--- config.mk ---
export PLATFORM = sky130hd
export DESIGN_NAME = nfc_flash_front
export DESIGN_NICKNAME = d
export VERILOG_FILES = /design/src/rtl/nfc_pkg.sv /design/src/rtl/nfc_unlock.sv /design/src/rtl/nfc_busy.sv /design/src/rtl/nfc_array.sv /design/src/rtl/nfc_flash_front.sv
export SDC_FILE = /design/constraint.sdc
export NUM_CORES = 1
export LEC_CHECK = 0
export BUFFER_PORTS_ARGS = -buffer_cell sky130_fd_sc_hd__buf_2
export CELL_PAD_IN_SITES_DETAIL_PLACEMENT = 0
export CELL_PAD_IN_SITES_GLOBAL_PLACEMENT = 1
export CORE_ASPECT_RATIO = 1.1
export CORE_MARGIN = 2
export CORE_UTILIZATION = 46
export CTS_BUF_LIST = sky130_fd_sc_hd__clkbuf_4
export CTS_CLUSTER_DIAMETER = 120
export CTS_CLUSTER_SIZE = 10
export DETAILED_ROUTE_END_ITERATION = 10
export GPL_TIMING_DRIVEN = 0
export PLACE_DENSITY_LB_ADDON = 0.1
export SYNTH_ARGS = -nofsm -noshare
export SYNTH_HDL_FRONTEND = slang
export SYNTH_SLANG_ARGS = --single-unit
--- constraint.sdc ---
create_clock -name clk -period 3.72 [get_ports clk]
set_clock_uncertainty 0.2 [all_clocks]
set_input_delay 0.186 -clock clk [delete_from_list [all_inputs] [get_ports clk]]
set_output_delay 0.186 -clock clk [all_outputs]
set_load 0.01 [all_outputs]
--- src/rtl/nfc_pkg.sv ---
package nfc_pkg;
    typedef enum logic [2:0] {
        ST_IDLE, ST_U1, ST_U2, ST_PGM, ST_E1, ST_E2, ST_E3
    } cmd_st_e;

    typedef enum logic [1:0] {
        OP_NONE, OP_PROG, OP_SECT, OP_CHIP
    } op_e;

    localparam logic [17:0] ADR_KEY_A = 18'h05555;
    localparam logic [17:0] ADR_KEY_B = 18'h02AAA;
    localparam logic [7:0]  DAT_KEY_A = 8'hAA;
    localparam logic [7:0]  DAT_KEY_B = 8'h55;
    localparam logic [7:0]  DAT_PROG  = 8'hA0;
    localparam logic [7:0]  DAT_ESET  = 8'h80;
    localparam logic [7:0]  DAT_SECT  = 8'h30;
    localparam logic [7:0]  DAT_CHIP  = 8'h10;

    typedef struct packed {
        cmd_st_e st;
    } unlock_s;
endpackage

--- src/rtl/nfc_unlock.sv ---
module nfc_unlock
    import nfc_pkg::*;
(
    input  logic        clk,
    input  logic        rst_n,
    input  logic        wr_i,
    input  logic [17:0] addr_i,
    input  logic [7:0]  data_i,
    input  logic        busy_i,
    output logic        launch_o,
    output op_e         op_o
);
    unlock_s q, d;

    always_comb begin
        d        = q;
        launch_o = 1'b0;
        op_o     = OP_NONE;
        if (wr_i && !busy_i) begin
            d.st = ST_IDLE;
            case (q.st)
                ST_IDLE: if (addr_i == ADR_KEY_A && data_i == DAT_KEY_A) d.st = ST_U1;
                ST_U1:   if (addr_i == ADR_KEY_B && data_i == DAT_KEY_B) d.st = ST_U2;
                ST_U2: begin
                    if (addr_i == ADR_KEY_A && data_i == DAT_PROG) d.st = ST_PGM;
                    if (addr_i == ADR_KEY_A && data_i == DAT_ESET) d.st = ST_E1;
                end
                ST_PGM: begin
                    launch_o = 1'b1;
                    op_o     = OP_PROG;
                end
                ST_E1: if (addr_i == ADR_KEY_A && data_i == DAT_KEY_A) d.st = ST_E2;
                ST_E2: if (addr_i == ADR_KEY_B && data_i == DAT_KEY_B) d.st = ST_E3;
                ST_E3: begin
                    if (data_i == DAT_SECT) begin
                        launch_o = 1'b1;
                        op_o     = OP_SECT;
                    end else if (data_i == DAT_CHIP && addr_i == ADR_KEY_A) begin
                        launch_o = 1'b1;
                        op_o     = OP_CHIP;
                    end
                end
                default: d.st = ST_IDLE;
            endcase
        end
    end

    always_ff @(posedge clk) begin
        if (!rst_n) q <= '{st: ST_IDLE};
        else        q <= d;
    end

    // the decoder never leaves idle while an operation runs
    assert_idle_when_busy_R8: assert property (@(posedge clk) disable iff (!rst_n)
        busy_i |=> (q.st == ST_IDLE));
endmodule

--- src/rtl/nfc_busy.sv ---
module nfc_busy
    import nfc_pkg::*;
#(
    parameter int PROG_CYC = 8,
    parameter int SECT_CYC = 40,
    parameter int CHIP_CYC = 64
) (
    input  logic        clk,
    input  logic        rst_n,
    input  logic        launch_i,
    input  op_e         op_i,
    input  logic [17:0] addr_i,
    input  logic [7:0]  data_i,
    output logic        busy_o,
    output logic        done_o,
    output op_e         op_o,
    output logic [17:0] addr_o,
    output logic [7:0]  data_o
);
    localparam int MAX_A = (PROG_CYC > SECT_CYC) ? PROG_CYC : SECT_CYC;
    localparam int MAX_C = (MAX_A > CHIP_CYC) ? MAX_A : CHIP_CYC;
    localparam int CNT_W = $clog2(MAX_C + 1);

    typedef struct packed {
        logic             busy;
        logic [CNT_W-1:0] cnt;
        op_e              op;
        logic [17:0]      addr;
        logic [7:0]       data;
    } tmr_s;

    tmr_s q, d;

    always_comb begin
        d      = q;
        done_o = q.busy && (q.cnt == '0);
        if (q.busy) begin
            if (q.cnt == '0) d.busy = 1'b0;
            else             d.cnt  = q.cnt - 1'b1;
        end else if (launch_i) begin
            d.busy = 1'b1;
            d.op   = op_i;
            d.addr = addr_i;
            d.data = data_i;
            case (op_i)
                OP_PROG: d.cnt = CNT_W'(PROG_CYC - 1);
                OP_SECT: d.cnt = CNT_W'(SECT_CYC - 1);
                default: d.cnt = CNT_W'(CHIP_CYC - 1);
            endcase
        end
    end

    always_ff @(posedge clk) begin
        if (!rst_n) q <= '{busy: 1'b0, cnt: '0, op: OP_NONE, addr: '0, data: '0};
        else        q <= d;
    end

    assign busy_o = q.busy;
    assign op_o   = q.op;
    assign addr_o = q.addr;
    assign data_o = q.data;

    // busy persists until the count is exhausted
    assert_busy_hold_R7: assert property (@(posedge clk) disable iff (!rst_n)
        (q.busy && q.cnt != '0) |=> q.busy);
    // a busy window only opens on a decoded command
    assert_start_from_cmd_R8: assert property (@(posedge clk) disable iff (!rst_n)
        $rose(q.busy) |-> $past(launch_i));
endmodule

--- src/rtl/nfc_array.sv ---
module nfc_array
    import nfc_pkg::*;
#(
    parameter int SEL_W = 2,
    parameter int OFF_W = 3
) (
    input  logic        clk,
    input  logic        rst_n,
    input  logic        busy_i,
    input  logic        done_i,
    input  op_e         op_i,
    input  logic [17:0] addr_i,
    input  logic [7:0]  data_i,
    input  logic [17:0] rd_addr_i,
    output logic [7:0]  rd_data_o
);
    localparam int IDX_W = SEL_W + OFF_W;
    localparam int DEPTH = 1 << IDX_W;

    typedef struct packed {
        logic [DEPTH-1:0][7:0] mem;
    } arr_s;

    arr_s q, d;
    logic [IDX_W-1:0] wr_idx, rd_idx;
    logic [SEL_W-1:0] sec;

    assign wr_idx = {addr_i[12 +: SEL_W], addr_i[OFF_W-1:0]};
    assign rd_idx = {rd_addr_i[12 +: SEL_W], rd_addr_i[OFF_W-1:0]};
    assign sec    = addr_i[12 +: SEL_W];

    always_comb begin
        d = q;
        if (done_i) begin
            case (op_i)
                OP_PROG: d.mem[wr_idx] = q.mem[wr_idx] & data_i;
                OP_SECT: begin
                    for (int i = 0; i < DEPTH; i++) begin
                        if ((i >> OFF_W) == int'(sec)) d.mem[i] = 8'hFF;
                    end
                end
                OP_CHIP: d.mem = '1;
                default: d = q;
            endcase
        end
    end

    always_ff @(posedge clk) begin
        if (!rst_n) q <= '1;
        else        q <= d;
    end

    assign rd_data_o = q.mem[rd_idx];

    // cells hold still for the whole busy window until completion
    assert_cells_frozen_R8: assert property (@(posedge clk) disable iff (!rst_n)
        (busy_i && !done_i) |=> $stable(q));
endmodule

--- src/rtl/nfc_flash_front.sv ---
module nfc_flash_front
    import nfc_pkg::*;
#(
    parameter int PROG_CYC = 8,
    parameter int SECT_CYC = 40,
    parameter int CHIP_CYC = 64,
    parameter int SEL_W    = 2,
    parameter int OFF_W    = 3
) (
    input  logic        clk,
    input  logic        rst_n,
    input  logic        ce_n,
    input  logic        we_n,
    input  logic        oe_n,
    input  logic [17:0] addr,
    input  logic [7:0]  dq_in,
    output logic [7:0]  dq_out,
    output logic        dq_en
);
    typedef struct packed {
        logic wr_act;
        logic rd_act;
        logic tog;
    } bus_s;

    bus_s q, d;
    logic        wr_now, wr_pulse, rd_now;
    logic        launch, busy, done;
    op_e         cmd_op, run_op;
    logic [17:0] run_addr;
    logic [7:0]  run_data, cell_data;

    assign wr_now   = !ce_n && !we_n;
    assign wr_pulse = wr_now && !q.wr_act;
    assign rd_now   = !ce_n && !oe_n;

    nfc_unlock u_unlock (
        .clk(clk), .rst_n(rst_n), .wr_i(wr_pulse), .addr_i(addr), .data_i(dq_in),
        .busy_i(busy), .launch_o(launch), .op_o(cmd_op)
    );

    nfc_busy #(.PROG_CYC(PROG_CYC), .SECT_CYC(SECT_CYC), .CHIP_CYC(CHIP_CYC)) u_busy (
        .clk(clk), .rst_n(rst_n), .launch_i(launch), .op_i(cmd_op), .addr_i(addr),
        .data_i(dq_in), .busy_o(busy), .done_o(done), .op_o(run_op),
        .addr_o(run_addr), .data_o(run_data)
    );

    nfc_array #(.SEL_W(SEL_W), .OFF_W(OFF_W)) u_array (
        .clk(clk), .rst_n(rst_n), .busy_i(busy), .done_i(done), .op_i(run_op),
        .addr_i(run_addr), .data_i(run_data), .rd_addr_i(addr), .rd_data_o(cell_data)
    );

    always_comb begin
        d        = q;
        d.wr_act = wr_now;
        d.rd_act = rd_now;
        if (busy && q.rd_act && !rd_now) d.tog = ~q.tog;
    end

    always_ff @(posedge clk) begin
        if (!rst_n) q <= '{wr_act: 1'b0, rd_act: 1'b0, tog: 1'b0};
        else        q <= d;
    end

    always_comb begin
        if (busy) dq_out = {(run_op == OP_PROG) ? ~run_data[7] : 1'b0, q.tog, 6'b0};
        else      dq_out = cell_data;
    end

    assign dq_en = rd_now;

    // output enable high always releases the bus
    assert_bus_released_R1: assert property (@(posedge clk) disable iff (!rst_n)
        oe_n |-> !dq_en);
endmodule

==> results.md <==
* Pin count of the biggest net entering global routing at 20
* Total gr overflow at 0
* CTS tree: built
* Synthesized area per cell at between 9 and 10 sq um
* Nature of the critical path startpoint: flop
* Rel. slew slack at 0.197
* Crit-path max FO at 10
* Initial antenna violation count at 6
* Ys flop type: dfxtp_1
* Initial Util at 0.464
* Sequential area share after synthesis at 0.394
* CTS Buf Count at 34
* Crit path DAT at about 4.1 ns
* Async SR Flop Fraction at 0
* Die area at between 0.03 and 0.04 sq mm
* Setup violations, final at 0
* Area growth, synth to finish at 9.44%
* Crit-path max cell delay at 0.77 ns
* Cells after Synth at ~1,500
* Hpwl dp at 47,300 microns
* # IOs at 40
* Reg2Reg Depth at 8
* Synthesized cell area at approximately 0.014 sq mm
* Clock-pin slew on the worst setup and hold paths at about 0.13 ns
* Min-Delay Path Class: input port to flop
* Worst-path cell chain: buf_2 -> nor3b_2 -> clkbuf_1 -> a22oi_1 -> a41oi_1 -> buf_2 -> nor3_1 -> o21ai_0
* CP dominant cell by count: buf_2
* Vias in the first global route at about 13,000
* Setup WS post-layout at between 0.03 and 0.04 ns
* Max Slew Vio Count at 0
* Htree depth at 2
* Final Hold Viols at 0
* Die height at between 150 and 200 microns
* Status: complete, no violations
* Share of cells above drive strength 1 at 0.176
* Peak VDD IR at approximately 0.00025 V
* Pwr/cell area at between 300 and 400 mW/mm^2
* CP max stage cell: a41oi_1
* DRT iter0 DRCs at 2,073
* Placer Congestion at 1.01
* Fillers at slightly above 3,000
* Post-route DRC at 0
* Worst skew pair latency at about 0.75 ns
* Hold depth at 4
* Final cell count without fillers at between 2,000 and 2,500
* Setup Crit Path Kind: flop to flop
* Port-buffer cells at 35
* CTS root buf: clkbuf_4
* Crit. End Element: flop
* Routed wire length at 65,900 microns
* Period utilization at 0.990
* Via count at ~14,000
* Layout Nets at ~1,600
* Post-DP Area at roughly 0.015 sq mm
* Leak at 5.20 nW
* EDFF count, synth at 0
* Die X-Extent at around 170 microns
* Tmin final at between 3 and 4 ns
* Clock sink count at about 290
* Worst path required time at between 4 and 5 ns
* First-pass GRT wire length at just over 90,000 microns
* MaxCap Viol Count at 0
* FMAX at 272 MHz
* Placement row count at 68
* Final Cell Area at 0.0158 sq mm
* Routed WL per cell at between 30 and 40 microns
* Yosys warnings at 0
* Least-Margin Pin Slew at roughly 1.2 ns
* Netlist cell types at 55
* Clock buffer depth at 3
* Via/cell ratio at approximately 7
* Post-Synthesis Net Count at approximately 1,500
* Dpl ws at -0.230 ns
* Final core utilization at 0.508
* Pre-Repair DR Iteration Count at 6
* Total core area at around 0.031 sq mm
* Yosys reg bits at around 290
* Inst Count DP at around 2,000
* Final ANT Viol Nets at 0
* Total GRT Usage at 0.396
-- placed cells by master, fill, tap and decap left out, drive strengths merged, types with 3 or more instances in the layout --
cell | synthesis | layout
o2111a | 3 | 3
and3b | 6 | 6
mux4 | 139 | 139
o211ai | 17 | 17
inv | 14 | 14
o21ai | 75 | 75
a22oi | 33 | 33
a31oi | 3 | 3
o22ai | 187 | 187
nor2b | 4 | 4
or4 | 5 | 5
diode | 0 | 4
o221a | 3 | 3
xor2 | 3 | 3
and2 | 3 | 3
nand4 | 27 | 27
a22o | 6 | 6
dfxtp | 285 | 285
a41oi | 8 | 8
clkbuf | 99 | 137
nor3 | 82 | 82
a21oi | 53 | 53
and4 | 3 | 3
nand4b | 3 | 3
mux2i | 8 | 8
nand2 | 200 | 200
nor4bb | 6 | 6
nand3 | 18 | 18
nor4b | 5 | 5
nor4 | 4 | 4
dlygate4sd3 | 0 | 26
xnor2 | 3 | 3
o2111ai | 3 | 3
nor2 | 111 | 111
buf | 48 | 78
nand2b | 11 | 11
nor3b | 7 | 7
-- metrics by stage --
stage | hold slack, ns | TNS [ns] | total power [W]
floorplan | 0.0628 | 0 | 0.00326
CTS | 0.0875 | -0.00637 | 0.00502
detailed placement | 0.185 | -16.61 | 0.00338
finish | 0.123 | 0 | 0.00503
global route | 0.138 | -0.00464 | 0.00515
global placement | 0.178 | -18.50 | 0.00338
-- synthesized netlist by cell type, types with 27 or more instances --
library cell,instances,share of area
a22oi_1,33,0.017
buf_2,36,0.012
clkbuf_1,98,0.025
mux4_2,139,0.22
nor3_1,82,0.028
nand4_1,27,0.012
o21ai_0,75,0.026
nand2_1,200,0.052
a21oi_1,53,0.018
nor2_1,111,0.029
dfxtp_1,285,0.39
o22ai_1,187,0.081
-- layer usage --
layer / wire length (microns) / up-vias / track usage / part of all wire
li1: - / 5947 / - / -
met1: 25900 / 6999 / 0.526 / 0.39
met2: 28600 / 912 / 0.599 / 0.43
met3: 6770 / 227 / 0.0857 / 0.10
met4: 4520 / 4 / 0.232 / 0.069
met5: 25 / - / 0 / 0.00038
-- area by class of cell --
type | count | area [sq um] | area share
diodes | 4 | 10.0 | 0.000632
plain buffers | 146 | 639 | 0.0403
clock buffers | 35 | 263 | 0.0166
clock inverters | 3 | 67.6 | 0.00426
inverters | 14 | 52.6 | 0.00332
multi-input cells | 1055 | 8150 | 0.514
flip-flops and latches | 285 | 5710 | 0.360
well taps | 420 | 526 | 0.0332
repair buffers | 61 | 435 | 0.0275
-- state kept, by name, indices dropped and copies added (netlist names) --
| name | count |
|---|---|
| q | 3 |
| u_array.q | 256 |
| u_busy.addr_o | 5 |
| u_busy.busy_o | 1 |
| u_busy.data_o | 8 |
| u_busy.op_o | 2 |
| u_busy.q | 7 |
| u_unlock.q | 3 |
-- kinds of logic after synthesis --
kind of cell / share of synthesized area
and+or+nand+nor: 0.161
DFF: 0.394
adders and majority gates: 0.00173
muxes: 0.222
xor gates and xnor gates: 0.00363
buffers and inverters: 0.0454
AOI/OAI and AO/OA: 0.173
-- power by group --
group	internal, W	switching, W
registers	0.00305	0.000000344
logic	0.0000886	0.000188
clock network	0.000580	0.00112
total	0.00372	0.00131
-- final timing paths --
| kind | from | endpoint | slack [ns] |
|---|---|---|---|
| setup / recovery | u_busy.addr_o[12] | u_array.q[119] | 0.04 |
| hold / removal | dq_in[6] | u_busy.data_o[6] | 0.12 |
| setup reg to reg | u_busy.addr_o[12] | u_array.q[119] | 0.04 |
| hold reg to reg | u_busy.q[34] | u_busy.q[34] | 0.31 |
-- worst max-delay path, delay by kind of cell, from the launching register on --
| family | cells | cell delay (ns) |
|---|---|---|
| AO/OA/AOI/OAI | 3 | 1.10 |
| buffers and inverters | 3 | 1.23 |
| flip-flops | 1 | 0.38 |
| AND/OR/NAND/NOR | 2 | 0.68 |
-- what timing repair did --
action,CTS,global route
setup buffers,0,0
endpoints found under the setup margin,179,87
gates resized for setup,16,26
pin swaps,0,0
endpoints found under the hold margin,31,0
hold buffers,26,0
gates cloned,0,0
Note: power is estimated with default switching activity, not from simulation.
